==> config.mk <==
export PLATFORM = sky130hd
export DESIGN_NAME = gpio_irq_cpu_router
export DESIGN_NICKNAME = d
export VERILOG_FILES = /design/src/rtl/irq_route_pkg.sv /design/src/rtl/irq_route_regs.sv /design/src/rtl/irq_route_gate.sv /design/src/rtl/gpio_irq_cpu_router.sv
export SDC_FILE = /design/constraint.sdc
export NUM_CORES = 1
export LEC_CHECK = 0
export CORE_ASPECT_RATIO = 0.7
export CORE_MARGIN = 3
export CORE_UTILIZATION = 54
export DETAILED_ROUTE_END_ITERATION = 6
export PLACE_DENSITY = 0.8
export SLEW_MARGIN = 20
export SYNTH_ARGS = -nofsm -noshare
export SYNTH_HDL_FRONTEND = slang
export SYNTH_SLANG_ARGS = --single-unit
==> constraint.sdc <==
create_clock -name clk -period 5.75 [get_ports clk]
set_input_delay 1.4375 -clock clk [delete_from_list [all_inputs] [get_ports clk]]
set_output_delay 1.4375 -clock clk [all_outputs]
set_load 0.01 [all_outputs]
==> src/rtl/irq_route_pkg.sv <==
package irq_route_pkg;

  localparam int BUS_W  = 32;
  localparam int PORT_W = 8;
  localparam int PORTS  = BUS_W / PORT_W;

  // Maps between the bus image of a mask word and line order.
  // The mapping is its own inverse, so both directions use it.
  function automatic logic [BUS_W-1:0] reorder_ports(input logic [BUS_W-1:0] w,
                                                     input bit high_first);
    logic [BUS_W-1:0] r;
    for (int p = 0; p < PORTS; p++) begin
      if (high_first) r[p*PORT_W +: PORT_W] = w[(PORTS-1-p)*PORT_W +: PORT_W];
      else            r[p*PORT_W +: PORT_W] = w[p*PORT_W +: PORT_W];
    end
    return r;
  endfunction

endpackage

==> src/rtl/irq_route_regs.sv <==
module irq_route_regs
  import irq_route_pkg::*;
#(
  parameter int NUM_LINES       = 32,
  parameter int NUM_CPUS        = 4,
  parameter int ADDR_W          = 6,
  parameter bit HIGH_PORT_FIRST = 1'b1
) (
  input  logic                          clk,
  input  logic                          rst_n,
  input  logic                          bus_sel,
  input  logic                          bus_wr,
  input  logic [ADDR_W-1:0]             bus_addr,
  input  logic [BUS_W-1:0]              bus_wdata,
  output logic [BUS_W-1:0]              bus_rdata,
  output logic [NUM_CPUS*NUM_LINES-1:0] mask_flat
);

  localparam int IDX_W = ADDR_W - 2;

  logic [IDX_W-1:0]     word_idx;
  logic                 aligned;
  logic                 idx_in_range;
  logic                 wr_fire;
  logic [BUS_W-1:0]     wdata_lines;
  logic [NUM_LINES-1:0] wr_lines;
  logic [NUM_CPUS-1:0]  wr_hit;
  logic [NUM_LINES-1:0] mask_q [NUM_CPUS];
  logic [BUS_W-1:0]     rd_lines;

  assign word_idx     = bus_addr[ADDR_W-1:2];
  assign aligned      = (bus_addr[1:0] == 2'b00);
  assign idx_in_range = aligned && (32'(word_idx) < 32'(NUM_CPUS));
  assign wr_fire      = bus_sel && bus_wr;
  assign wdata_lines  = reorder_ports(bus_wdata, HIGH_PORT_FIRST);
  assign wr_lines     = wdata_lines[NUM_LINES-1:0];

  for (genvar c = 0; c < NUM_CPUS; c++) begin : g_word
    assign wr_hit[c] = wr_fire && idx_in_range && (word_idx == IDX_W'(c));

    always_ff @(posedge clk) begin
      if (!rst_n)         mask_q[c] <= '1;
      else if (wr_hit[c]) mask_q[c] <= wr_lines;
    end

    assign mask_flat[c*NUM_LINES +: NUM_LINES] = mask_q[c];

    // a write lands only in the addressed word
    assert_write_lands_R3: assert property (@(posedge clk) disable iff (!rst_n)
      wr_hit[c] |=> mask_q[c] == $past(wr_lines));
    // words not hit keep their value
    assert_word_kept_R3: assert property (@(posedge clk) disable iff (!rst_n)
      !wr_hit[c] |=> $stable(mask_q[c]));
  end

  always_comb begin
    rd_lines = '0;
    for (int c = 0; c < NUM_CPUS; c++) begin
      if (word_idx == IDX_W'(c)) rd_lines[NUM_LINES-1:0] = mask_q[c];
    end
  end

  assign bus_rdata = (bus_sel && idx_in_range) ? reorder_ports(rd_lines, HIGH_PORT_FIRST)
                                               : '0;

  assert_single_hit_R3: assert property (@(posedge clk) disable iff (!rst_n)
    $onehot0(wr_hit));
  assert_oor_write_ignored_R5: assert property (@(posedge clk) disable iff (!rst_n)
    (bus_sel && bus_wr && !idx_in_range) |=> $stable(mask_flat));
  assert_oor_read_zero_R5: assert property (@(posedge clk) disable iff (!rst_n)
    (bus_sel && !idx_in_range) |-> bus_rdata == '0);
  assert_idle_bus_quiet_R9: assert property (@(posedge clk) disable iff (!rst_n)
    !bus_sel |-> bus_rdata == '0);

endmodule

==> src/rtl/irq_route_gate.sv <==
module irq_route_gate #(
  parameter int NUM_LINES = 32
) (
  input  logic                 clk,
  input  logic                 rst_n,
  input  logic [NUM_LINES-1:0] status_i,
  input  logic [NUM_LINES-1:0] mask_i,
  output logic                 irq_o
);

  function automatic logic any_routed(input logic [NUM_LINES-1:0] st,
                                      input logic [NUM_LINES-1:0] mk);
    return |(st & mk);
  endfunction

  logic hit_now;
  logic irq_q;

  assign hit_now = any_routed(status_i, mask_i);

  always_ff @(posedge clk) begin
    if (!rst_n) irq_q <= 1'b0;
    else        irq_q <= hit_now;
  end

  assign irq_o = irq_q;

  assert_quiet_without_status_R2: assert property (@(posedge clk) disable iff (!rst_n)
    (status_i == '0) |=> !irq_o);
  assert_rise_has_cause_R2: assert property (@(posedge clk) disable iff (!rst_n)
    $rose(irq_o) |-> $past(status_i != '0));
  assert_blocked_line_R8: assert property (@(posedge clk) disable iff (!rst_n)
    (mask_i == '0) |=> !irq_o);

endmodule

==> src/rtl/gpio_irq_cpu_router.sv <==
module gpio_irq_cpu_router
  import irq_route_pkg::*;
#(
  parameter int NUM_LINES       = 32,
  parameter int NUM_CPUS        = 4,
  parameter int ADDR_W          = 6,
  parameter bit HIGH_PORT_FIRST = 1'b1
) (
  input  logic                 clk,
  input  logic                 rst_n,
  input  logic [NUM_LINES-1:0] status_i,
  input  logic                 bus_sel,
  input  logic                 bus_wr,
  input  logic [ADDR_W-1:0]    bus_addr,
  input  logic [31:0]          bus_wdata,
  output logic [31:0]          bus_rdata,
  output logic [NUM_CPUS-1:0]  irq_o
);

  localparam int MASK_BITS = NUM_CPUS * NUM_LINES;

  logic [MASK_BITS-1:0] mask_flat;

  irq_route_regs #(
    .NUM_LINES       (NUM_LINES),
    .NUM_CPUS        (NUM_CPUS),
    .ADDR_W          (ADDR_W),
    .HIGH_PORT_FIRST (HIGH_PORT_FIRST)
  ) regs_i (
    .clk       (clk),
    .rst_n     (rst_n),
    .bus_sel   (bus_sel),
    .bus_wr    (bus_wr),
    .bus_addr  (bus_addr),
    .bus_wdata (bus_wdata),
    .bus_rdata (bus_rdata),
    .mask_flat (mask_flat)
  );

  for (genvar c = 0; c < NUM_CPUS; c++) begin : g_cpu
    irq_route_gate #(
      .NUM_LINES (NUM_LINES)
    ) gate_i (
      .clk      (clk),
      .rst_n    (rst_n),
      .status_i (status_i),
      .mask_i   (mask_flat[c*NUM_LINES +: NUM_LINES]),
      .irq_o    (irq_o[c])
    );
  end

  // outputs of different CPUs are independent, none rises without pending status
  assert_no_irq_idle_R7: assert property (@(posedge clk) disable iff (!rst_n)
    (status_i == '0) |=> (irq_o == '0));

endmodule

==> results of run 1 <==
## layout make-up
cell class | instances | area (µm²)
Inverter | 2 | 7.51
Sequential cell | 132 | 3920
Timing Repair Buffer | 120 | 1180
Clock buffer | 19 | 443
Clock inverter | 13 | 229
Tap cell | 162 | 203
Multi-Input combinational cell | 306 | 2720
Fill cell | 849 | 3800
## cell families after synthesis
| kind of cell | share of synthesized area, % |
|---|---|
| compound gates | 8.61 |
| buf+inv | 5.51 |
| flops | 56.3 |
| mux | 10.3 |
| simple gates | 19.3 |
## routing by layer
metal | global-route usage [%] | wire length [µm]
met5 | 0 | 0
met4 | 9.07 | 534
met3 | 11.5 | 3800
met2 | 43.7 | 9390
met1 | 44.2 | 7970
## power breakdown
part           switching (W)  internal [W]
Sequential         0.0000385       0.00110
Clock               0.000403      0.000825
Combinational       0.000138      0.000129
Total               0.000579       0.00206
## final timing paths
path / endpoint / slack [ns] / start / cells past startpoint
max: bus_rdata[15] / 0.73 / bus_addr[3] / 5
min: g_cpu[3].gate_i.irq_o / 0.75 / regs_i.mask_q[3][20] / 3
max reg2reg: g_cpu[3].gate_i.irq_o / 4.15 / regs_i.mask_q[3][23] / 3
min reg2reg: g_cpu[3].gate_i.irq_o / 0.75 / regs_i.mask_q[3][20] / 3
## cells in the mapped netlist (all sizes together)
| cell type | instances | area share (%) |
|---|---|---|
| edfxtp | 128 | 55 |
| nand3b | 128 | 14 |
| a22oi | 64 | 6.9 |
| buf | 40 | 5.1 |
| and3 | 24 | 2.2 |
| mux4 | 24 | 7.7 |
| nand4 | 17 | 1.5 |
| mux2 | 16 | 2.6 |
| nor2 | 10 | 0.77 |
| o22ai | 8 | 0.72 |
| clkbuf | 5 | 0.27 |
| dfxtp | 4 | 1.1 |
| o41a | 4 | 0.65 |
| inv | 2 | 0.11 |
| o21ai | 2 | 0.14 |
| o31ai | 2 | 0.22 |
| and4 | 1 | 0.13 |
| and4b | 1 | 0.14 |
| nand2 | 1 | 0.054 |
| nand3 | 1 | 0.072 |
| nor4 | 1 | 0.18 |
| nor4b | 1 | 0.34 |
| or3b | 1 | 0.16 |
## cell usage in the layout, fill, tap and decap left out, drive strengths merged, types with 2 or more instances in the layout
cell           synthesis  routed
nand4                 17      17
clkbuf                 5      19
nand3b               128     128
dfxtp                  4       4
mux4                  24      24
buf                   40      13
inv                    2       3
o41a                   4       4
and3                  24      24
bufinv                 0       6
o22ai                  8       8
clkinv                 0       5
a22oi                 64      64
nor2                  10      10
o31ai                  2       2
edfxtp               128     128
mux2                  16      16
o21ai                  2       2
clkdlybuf4s50          0     107
## critical path: stages
cell and delay (ns):
sky130_fd_sc_hd__buf_2 0.75, sky130_fd_sc_hd__or3b_4 0.59, sky130_fd_sc_hd__o22ai_1 0.23, sky130_fd_sc_hd__nor2_1 0.07
sky130_fd_sc_hd__clkdlybuf4s50_1 0.49
## through the flow
stage               instance area (µm²)  std cells  hold WS [ns]  utilization, %  setup WS (ns)
global placement                   8030        722         0.689            64.2          0.893
CTS                                8700        754         0.730            69.6          0.781
floorplan                          6980        485         0.574               -          0.685
detailed placement                 8030        722         0.710            64.2          0.831
finish                             8700        754         0.751            69.6          0.731
global route                       8700        754         0.764            69.6          0.689
## registers in the layout, summed over array words and instances, names as in the netlist
signal,count
g_cpu.gate_i.irq_o,4
regs_i.mask_q,128
==> impl_metrics.toml, run 1 <==
[sta]
timing_hold_violations_final = 0
finalSetupTns_ns = 0
timing_max_transition_violations_final = 0
setup_violations = 0
relSlewSlack_pct = 33.0
clock_skew_ns = 0.00790
fin_crit_ns = 5.02
timing_worst_slew_pin_value_ns = 1.01
fmax_mhz = 199
timing.final.crit_share_pct = 87.3
rsz0062_at_grt = "no"

[placement]
place.detailed.hpwl_um = 14700
gp_routability_congestion = 0.982
portBuffers = 109

[clock_tree]
post_cts_buffers = 0
cts_repair_resize_count = 0
cts_max_path_buffers = 2
clock_tree_root = "sky130_fd_sc_hd__clkbuf_16"
worstSkewPairLatency_ns = 0.41
cts-hold-fix-buffers = 0
cts.htree.levels = 4
tritoncts_clock_tree = "yes"
cts.clk_slew.worst_paths_ns = 0.06
numClockSinks = 132
number_of_clock_buffers_inserted_by_tritoncts = 17

[grt]
grt_pass1_wl_um = 31900
grtUsageTotal_pct = 30.6
maximum_number_of_pins_on_one_net_before_global_route_repair = 65
grt_pass1_vias = 5244
number_of_antenna_violations_at_the_first_check_in_global_routing = 0
grt_overflow_total = 0

[finish]
area_growth_pct = 24.8
total_number_of_nets_in_the_final_design = 653
antenna_cells = 0
layout-drive-gt1-share_pct = 16.0

[worst_setup_path]
timing.setup.critical_path_class = "in -> out"
critical_path.max_fanout = 36
critical_path_required_ns = 4.31
timing.critical_path.from_type = "primary input"
end_kind = "primary output"
critPathArrivalTime_ns = 3.58

[route]
postRouteWirelength_um = 21700
initial_drc_count = 980
first_pass_iters = 6
antenna_left = 0
vias = 5420
viasPerCell = 7.19
drc = 0
routedWlPerCell_um = 28.8

[floorplan]
die_w_um = 142
starting_density_of_the_core_pct = 55.8
ios = 110
rows = 34
die_ar_um2 = 14300
placeableCoreArea_um2 = 12500
chipHeight_um = 101

[synthesis]
yosys_warnings = 0
synth_cell_area_um2 = 6980
postSynthCellCount = 485
synth_sequential_area_ratio_pct = 56.3
syn-mean-instance-area_um2 = 14.4
ys_ff_latch = 132
post_synth_num_cell_types = 26
syn_nets = 559

[pwr]
power.total_w = 0.00264
power.density_nw_per_um2 = 303
worst_ir_drop_vdd_uv = 221
p_leak_nw = 2.84

[hold_path]
timing.hold.worst.class = "reg -> reg"

[run_status]
run_status = "finished, final reports clean"

[flow_run]
cap_viol_max_count = 0
No activity file was read; power rests on OpenSTA's default activity.
==> run 2, diff against run 1 <==
--- a/config.mk
+++ b/config.mk
@@ -10,6 +10,8 @@
 export CORE_UTILIZATION = 54
 export DETAILED_ROUTE_END_ITERATION = 6
 export PLACE_DENSITY = 0.8
+export REMOVE_ABC_BUFFERS = 1
+export SETUP_SLACK_MARGIN = 0.02
 export SLEW_MARGIN = 20
 export SYNTH_ARGS = -nofsm -noshare
 export SYNTH_HDL_FRONTEND = slang
==> run 2 against run 1 <==
Against the previous run:
- utilization down 0.32 points
- combinational power down 2%
- power down 3.4%
- critical path type unchanged
- highest routed layer unchanged
==> impl_metrics.toml, run 2 (synthesis results as in run 1) <==
[sta]
clock_skew_ns = 0.00726
rsz0062_at_grt = "no"
setup_violations = 0
timing_hold_violations_final = 0
hold-worst-slack_ns = 0.680
fmax_mhz = 205
fin_crit_ns = 4.89
timing.final.crit_share_pct = 85.0
finalSetupTns_ns = 0
relSlewSlack_pct = 33.1
timing_worst_slew_pin_value_ns = 1.00
timing_max_transition_violations_final = 0

[worst_setup_path]
critPathArrivalTime_ns = 3.45
timing.setup.critical_path_class = "in -> out"
timing.reg2reg.worst_path_depth = 3
critical-path-top-cell-by-count = "sky130_fd_sc_hd__clkdlybuf4s50_1"
crit_path_top_delay_cell = "sky130_fd_sc_hd__clkdlybuf4s50_1"
critical_path.max_fanout = 8
path_cells = "clkdlybuf4s50_1, nor4b_4, nand2_1, nor2_1, clkdlybuf4s50_1"
critPathBufInv = 2
cp.depth = 5
path_delay_family = "buffers and inverters"
critical_path_required_ns = 4.31
end_kind = "primary output"
timing.critical_path.from_type = "primary input"
timing.critical_path.slowest_cell_delay_ns = 0.57

[finish]
area_growth_pct = 24.2
layout_common_cells = "sky130_fd_sc_hd__nand3b_1 (128), sky130_fd_sc_hd__edfxtp_1 (128), sky130_fd_sc_hd__clkdlybuf4s50_1 (107), sky130_fd_sc_hd__a22oi_1 (64)"
layout-drive-gt1-share_pct = 15.8
antenna_cells = 0
largest_reg_flops = 128
largest_register = "regs_i.mask_q"
total_number_of_nets_in_the_final_design = 656
seq_area_um2 = 3920
fillers = 864
area_used_by_multi_input_combinational_logic_um2 = 2720

[flow_run]
cap_viol_max_count = 0

[route]
vias = 5242
initial_drc_count = 693
drc = 0
viasPerCell = 6.93
postRouteWirelength_um = 20400
antenna_left = 0
first_pass_iters = 7
routedWlPerCell_um = 27.0

[floorplan]
ios = 110
starting_density_of_the_core_pct = 55.8
chipHeight_um = 101
die_ar_um2 = 14300
placeableCoreArea_um2 = 12500
die_w_um = 142
rows = 34

[placement]
place.detailed.hpwl_um = 13700
gp_routability_congestion = 0.850
portBuffers = 109

[grt]
maximum_number_of_pins_on_one_net_before_global_route_repair = 65
grt_pass1_wl_um = 30400
grtUsageTotal_pct = 28.9
grt_pass1_vias = 5056
number_of_antenna_violations_at_the_first_check_in_global_routing = 0
grt_overflow_total = 0

[clock_tree]
cts.clk_slew.worst_paths_ns = 0.05
clock_tree_root = "sky130_fd_sc_hd__clkbuf_16"
tritoncts_clock_tree = "yes"
post_cts_buffers = 0
cts_repair_resize_count = 0
worstSkewPairLatency_ns = 0.42
cts.htree.levels = 4
number_of_clock_buffers_inserted_by_tritoncts = 17
cts_max_path_buffers = 2
cts-hold-fix-buffers = 0
numClockSinks = 132

[pwr]
power.density_nw_per_um2 = 294
worst_ir_drop_vdd_uv = 261
p_leak_nw = 2.83

[hold_path]
timing.hold.worst.class = "reg -> reg"
holdPathStages = 3

[run_status]
run_status = "finished, final reports clean"
[run 2: power breakdown]
group	internal, W	total, W	switching (W)
Combinational	0.000129	0.000262	0.000133
Sequential	0.00110	0.00114	0.0000327
Clock	0.000760	0.00115	0.000390
Total	0.00199	0.00255	0.000555
[run 2: routing by layer]
| metal | wire length [µm] | track usage, % | vias to the layer above |
|---|---|---|---|
| met5 | 0 | 0 | - |
| met4 | 400 | 7.60 | 0 |
| met3 | 2840 | 6.59 | 44 |
| met2 | 9450 | 44.1 | 424 |
| met1 | 7740 | 42.4 | 2571 |
| li1 | - | - | 2203 |
[run 2: metrics by stage]
step,cells,area (µm²),utilization (%),setup slack [ns],total power (W)
after floorplan,440,6600,-,0.367,0.00125
after global placement,725,8040,64.3,0.602,0.00140
after detailed placement,725,8040,64.3,0.581,0.00141
after CTS,756,8660,69.2,0.539,0.00255
after global routing,756,8660,69.3,0.777,0.00260
final,756,8660,69.3,0.863,0.00255
[run 2: final cells by class]
| cell class | count | share of cell area [%] |
|---|---|---|
| repair buffers | 123 | 13.7 |
| flip-flops and latches | 132 | 45.3 |
| clock buffers | 19 | 5.00 |
| inverters | 2 | 0.0867 |
| clock inverters | 12 | 2.15 |
| multi-input cells | 306 | 31.4 |
| well taps | 162 | 2.34 |
[run 2: worst reg2reg max path: cells and delay by family, from the launching register on]
| family | cells | cell delay (ns) |
|---|---|---|
| and+or+nand+nor | 1 | 0.21 |
| AOI/OAI and AO/OA | 2 | 0.83 |
| DFF | 1 | 0.40 |
[run 2: worst paths after layout]
path	from	slack [ns]	to
worst max-delay path	bus_addr[0]	0.86	bus_rdata[7]
worst min-delay path	regs_i.mask_q[1][25]	0.68	g_cpu[1].gate_i.irq_o
worst max register to register	regs_i.mask_q[1][4]	4.20	g_cpu[1].gate_i.irq_o
worst min register to register	regs_i.mask_q[1][25]	0.68	g_cpu[1].gate_i.irq_o
==> run 3, diff against run 2 <==
--- a/config.mk
+++ b/config.mk
@@ -7,9 +7,9 @@
 export LEC_CHECK = 0
 export CORE_ASPECT_RATIO = 0.7
 export CORE_MARGIN = 3
-export CORE_UTILIZATION = 54
+export CORE_UTILIZATION = 49
 export DETAILED_ROUTE_END_ITERATION = 6
-export PLACE_DENSITY = 0.8
+export PLACE_DENSITY = 0.77
 export REMOVE_ABC_BUFFERS = 1
 export SETUP_SLACK_MARGIN = 0.02
 export SLEW_MARGIN = 20
==> constraint.sdc (replaced) <==
create_clock -name clk -period 4.35 [get_ports clk]
set_input_delay 1.0875 -clock clk [delete_from_list [all_inputs] [get_ports clk]]
set_output_delay 1.0875 -clock clk [all_outputs]
set_load 0.01 [all_outputs]
==> run 3 against run 2 <==
Against the previous run:
- global-route usage is 1.5 points lower
- flip-flop and latch count stayed put
- first-iteration DRC count is 4.9% higher
- via count is 0.19% higher
- power is 27% higher
- sequential power is 32% higher
- critical path depth stayed put
- largest cell class unchanged
==> impl_metrics.toml, run 3 (synthesis results as in run 1) <==
[placement]
gp_routability_congestion = 0.888
portBuffers = 109
place.detailed.hpwl_um = 14100

[sta]
rsz0062_at_grt = "no"
hold-worst-slack_ns = 0.718
relSlewSlack_pct = 48.6
setup_violations = 0
fmax_mhz = 244
timing.final.crit_share_pct = 94.3
timing_worst_slew_pin_value_ns = 0.771
timing_max_transition_violations_final = 0
timing_hold_violations_final = 0
finalSetupTns_ns = 0
clock_skew_ns = 0.00727
fin_crit_ns = 4.10

[route]
first_pass_iters = 5
drc = 0
antenna_left = 0
viasPerCell = 6.73
routedWlPerCell_um = 27.4
initial_drc_count = 727
postRouteWirelength_um = 21400
vias = 5252

[worst_setup_path]
timing.reg2reg.worst_path_depth = 3
critical_path.max_fanout = 8
rr_endpoint = "g_cpu[1].gate_i.irq_o"
reg2reg_setup_slack_ns = 2.82
end_kind = "primary output"
timing.setup.critical_path_class = "in -> out"
timing.critical_path.from_type = "primary input"
critical_path.reg2reg.startpoint = "regs_i.mask_q[1][4]"
critPathArrivalTime_ns = 3.01
critical_path_required_ns = 3.26

[finish]
area_growth_pct = 24.8
layout_common_cells = "sky130_fd_sc_hd__nand3b_1 (128), sky130_fd_sc_hd__edfxtp_1 (128), sky130_fd_sc_hd__clkdlybuf4s50_1 (107), sky130_fd_sc_hd__a22oi_1 (64)"
largest_reg_flops = 128
fillers = 949
seq_area_um2 = 3920
total_number_of_nets_in_the_final_design = 656
largest_register = "regs_i.mask_q"
area_used_by_multi_input_combinational_logic_um2 = 2720
antenna_cells = 0
layout-drive-gt1-share_pct = 16.3

[grt]
grt_pass1_wl_um = 32000
number_of_antenna_violations_at_the_first_check_in_global_routing = 0
grt_pass1_vias = 5252
grtUsageTotal_pct = 27.4
maximum_number_of_pins_on_one_net_before_global_route_repair = 65
grt_overflow_total = 0

[clock_tree]
numClockSinks = 132
cts-hold-fix-buffers = 0
number_of_clock_buffers_inserted_by_tritoncts = 17
cts.clk_slew.worst_paths_ns = 0.06
cts_max_path_buffers = 2
clock_tree_root = "sky130_fd_sc_hd__clkbuf_16"
cts_repair_resize_count = 0
tritoncts_clock_tree = "yes"
post_cts_buffers = 0
worstSkewPairLatency_ns = 0.42
cts.htree.levels = 4

[floorplan]
placeableCoreArea_um2 = 13500
starting_density_of_the_core_pct = 51.5
die_ar_um2 = 15700
die_w_um = 149
rows = 35
chipHeight_um = 106
ios = 110

[pwr]
worst_ir_drop_vdd_uv = 266
power.density_nw_per_um2 = 372
p_leak_nw = 2.81

[run_status]
run_status = "finished, final reports clean"

[hold_path]
holdPathStages = 3
worstHoldEndpoint = "g_cpu[3].gate_i.irq_o"
timing.hold.worst.class = "reg -> reg"
hp-start = "regs_i.mask_q[3][30]"

[flow_run]
cap_viol_max_count = 0
run 3: cell count changes in the layout (fill, tap and decap cells not counted), sizes merged:
cell,delta
bufinv,-3
clkbuf,-1
clkinv,+1
clkinvlp,+4
run 3: worst max-delay path by stage:
stage | start | endpoint | slack [ns]
finish | bus_addr[5] | bus_rdata[10] | 0.25
detailed placement | bus_addr[5] | bus_rdata[31] | 0.12
global placement | bus_addr[0] | bus_rdata[18] | 0.22
global route | bus_addr[5] | bus_rdata[10] | 0.13
floorplan | bus_addr[1] | regs_i.mask_q[0][0] | -0.68
CTS | bus_addr[5] | bus_rdata[31] | 0.12
run 3: layout make-up:
| cell class | count | area share [%] |
|---|---|---|
| clock inverter | 14 | 1.60 |
| tap | 185 | 2.66 |
| multi-input combinational | 306 | 31.3 |
| timing repair buffer | 123 | 14.3 |
| sequential | 132 | 45.1 |
| clock buffer | 18 | 4.93 |
| inverter | 2 | 0.0863 |
run 3: worst max-delay path: stages:
cell	delay, ns
sky130_fd_sc_hd__clkdlybuf4s50_1	0.52
sky130_fd_sc_hd__nor4b_4	0.39
sky130_fd_sc_hd__nand2_2	0.25
sky130_fd_sc_hd__nor2_1	0.19
sky130_fd_sc_hd__clkdlybuf4s50_1	0.57
run 3: per-layer routing:
| layer | track usage (%) | vias to the layer above | wire [µm] |
|---|---|---|---|
| met3 | 9.88 | 29 | 3320 |
| met4 | 6.39 | 0 | 284 |
| li1 | - | 2196 | - |
| met2 | 40.8 | 440 | 9670 |
| met5 | 0 | - | 0 |
| met1 | 38.7 | 2587 | 8140 |
run 3: per-stage QoR:
stage	std cells	total power (W)	cell area, µm²	setup slack [ns]	util, %
4_1_cts	780	0.00323	8700	0.125	64.3
3_5_place_dp	748	0.00187	8130	0.121	60.1
6_report	780	0.00324	8700	0.250	64.3
2_1_floorplan	440	0.00166	6600	-0.683	-
5_1_grt	780	0.00331	8700	0.127	64.3
3_3_place_gp	748	0.00187	8130	0.222	60.1
run 3: report_power, final:
part           internal, W  total, W  switching [W]
combinational     0.000175  0.000359       0.000183
sequential         0.00146   0.00150      0.0000423
clock             0.000837   0.00138       0.000544
total              0.00247   0.00324       0.000770
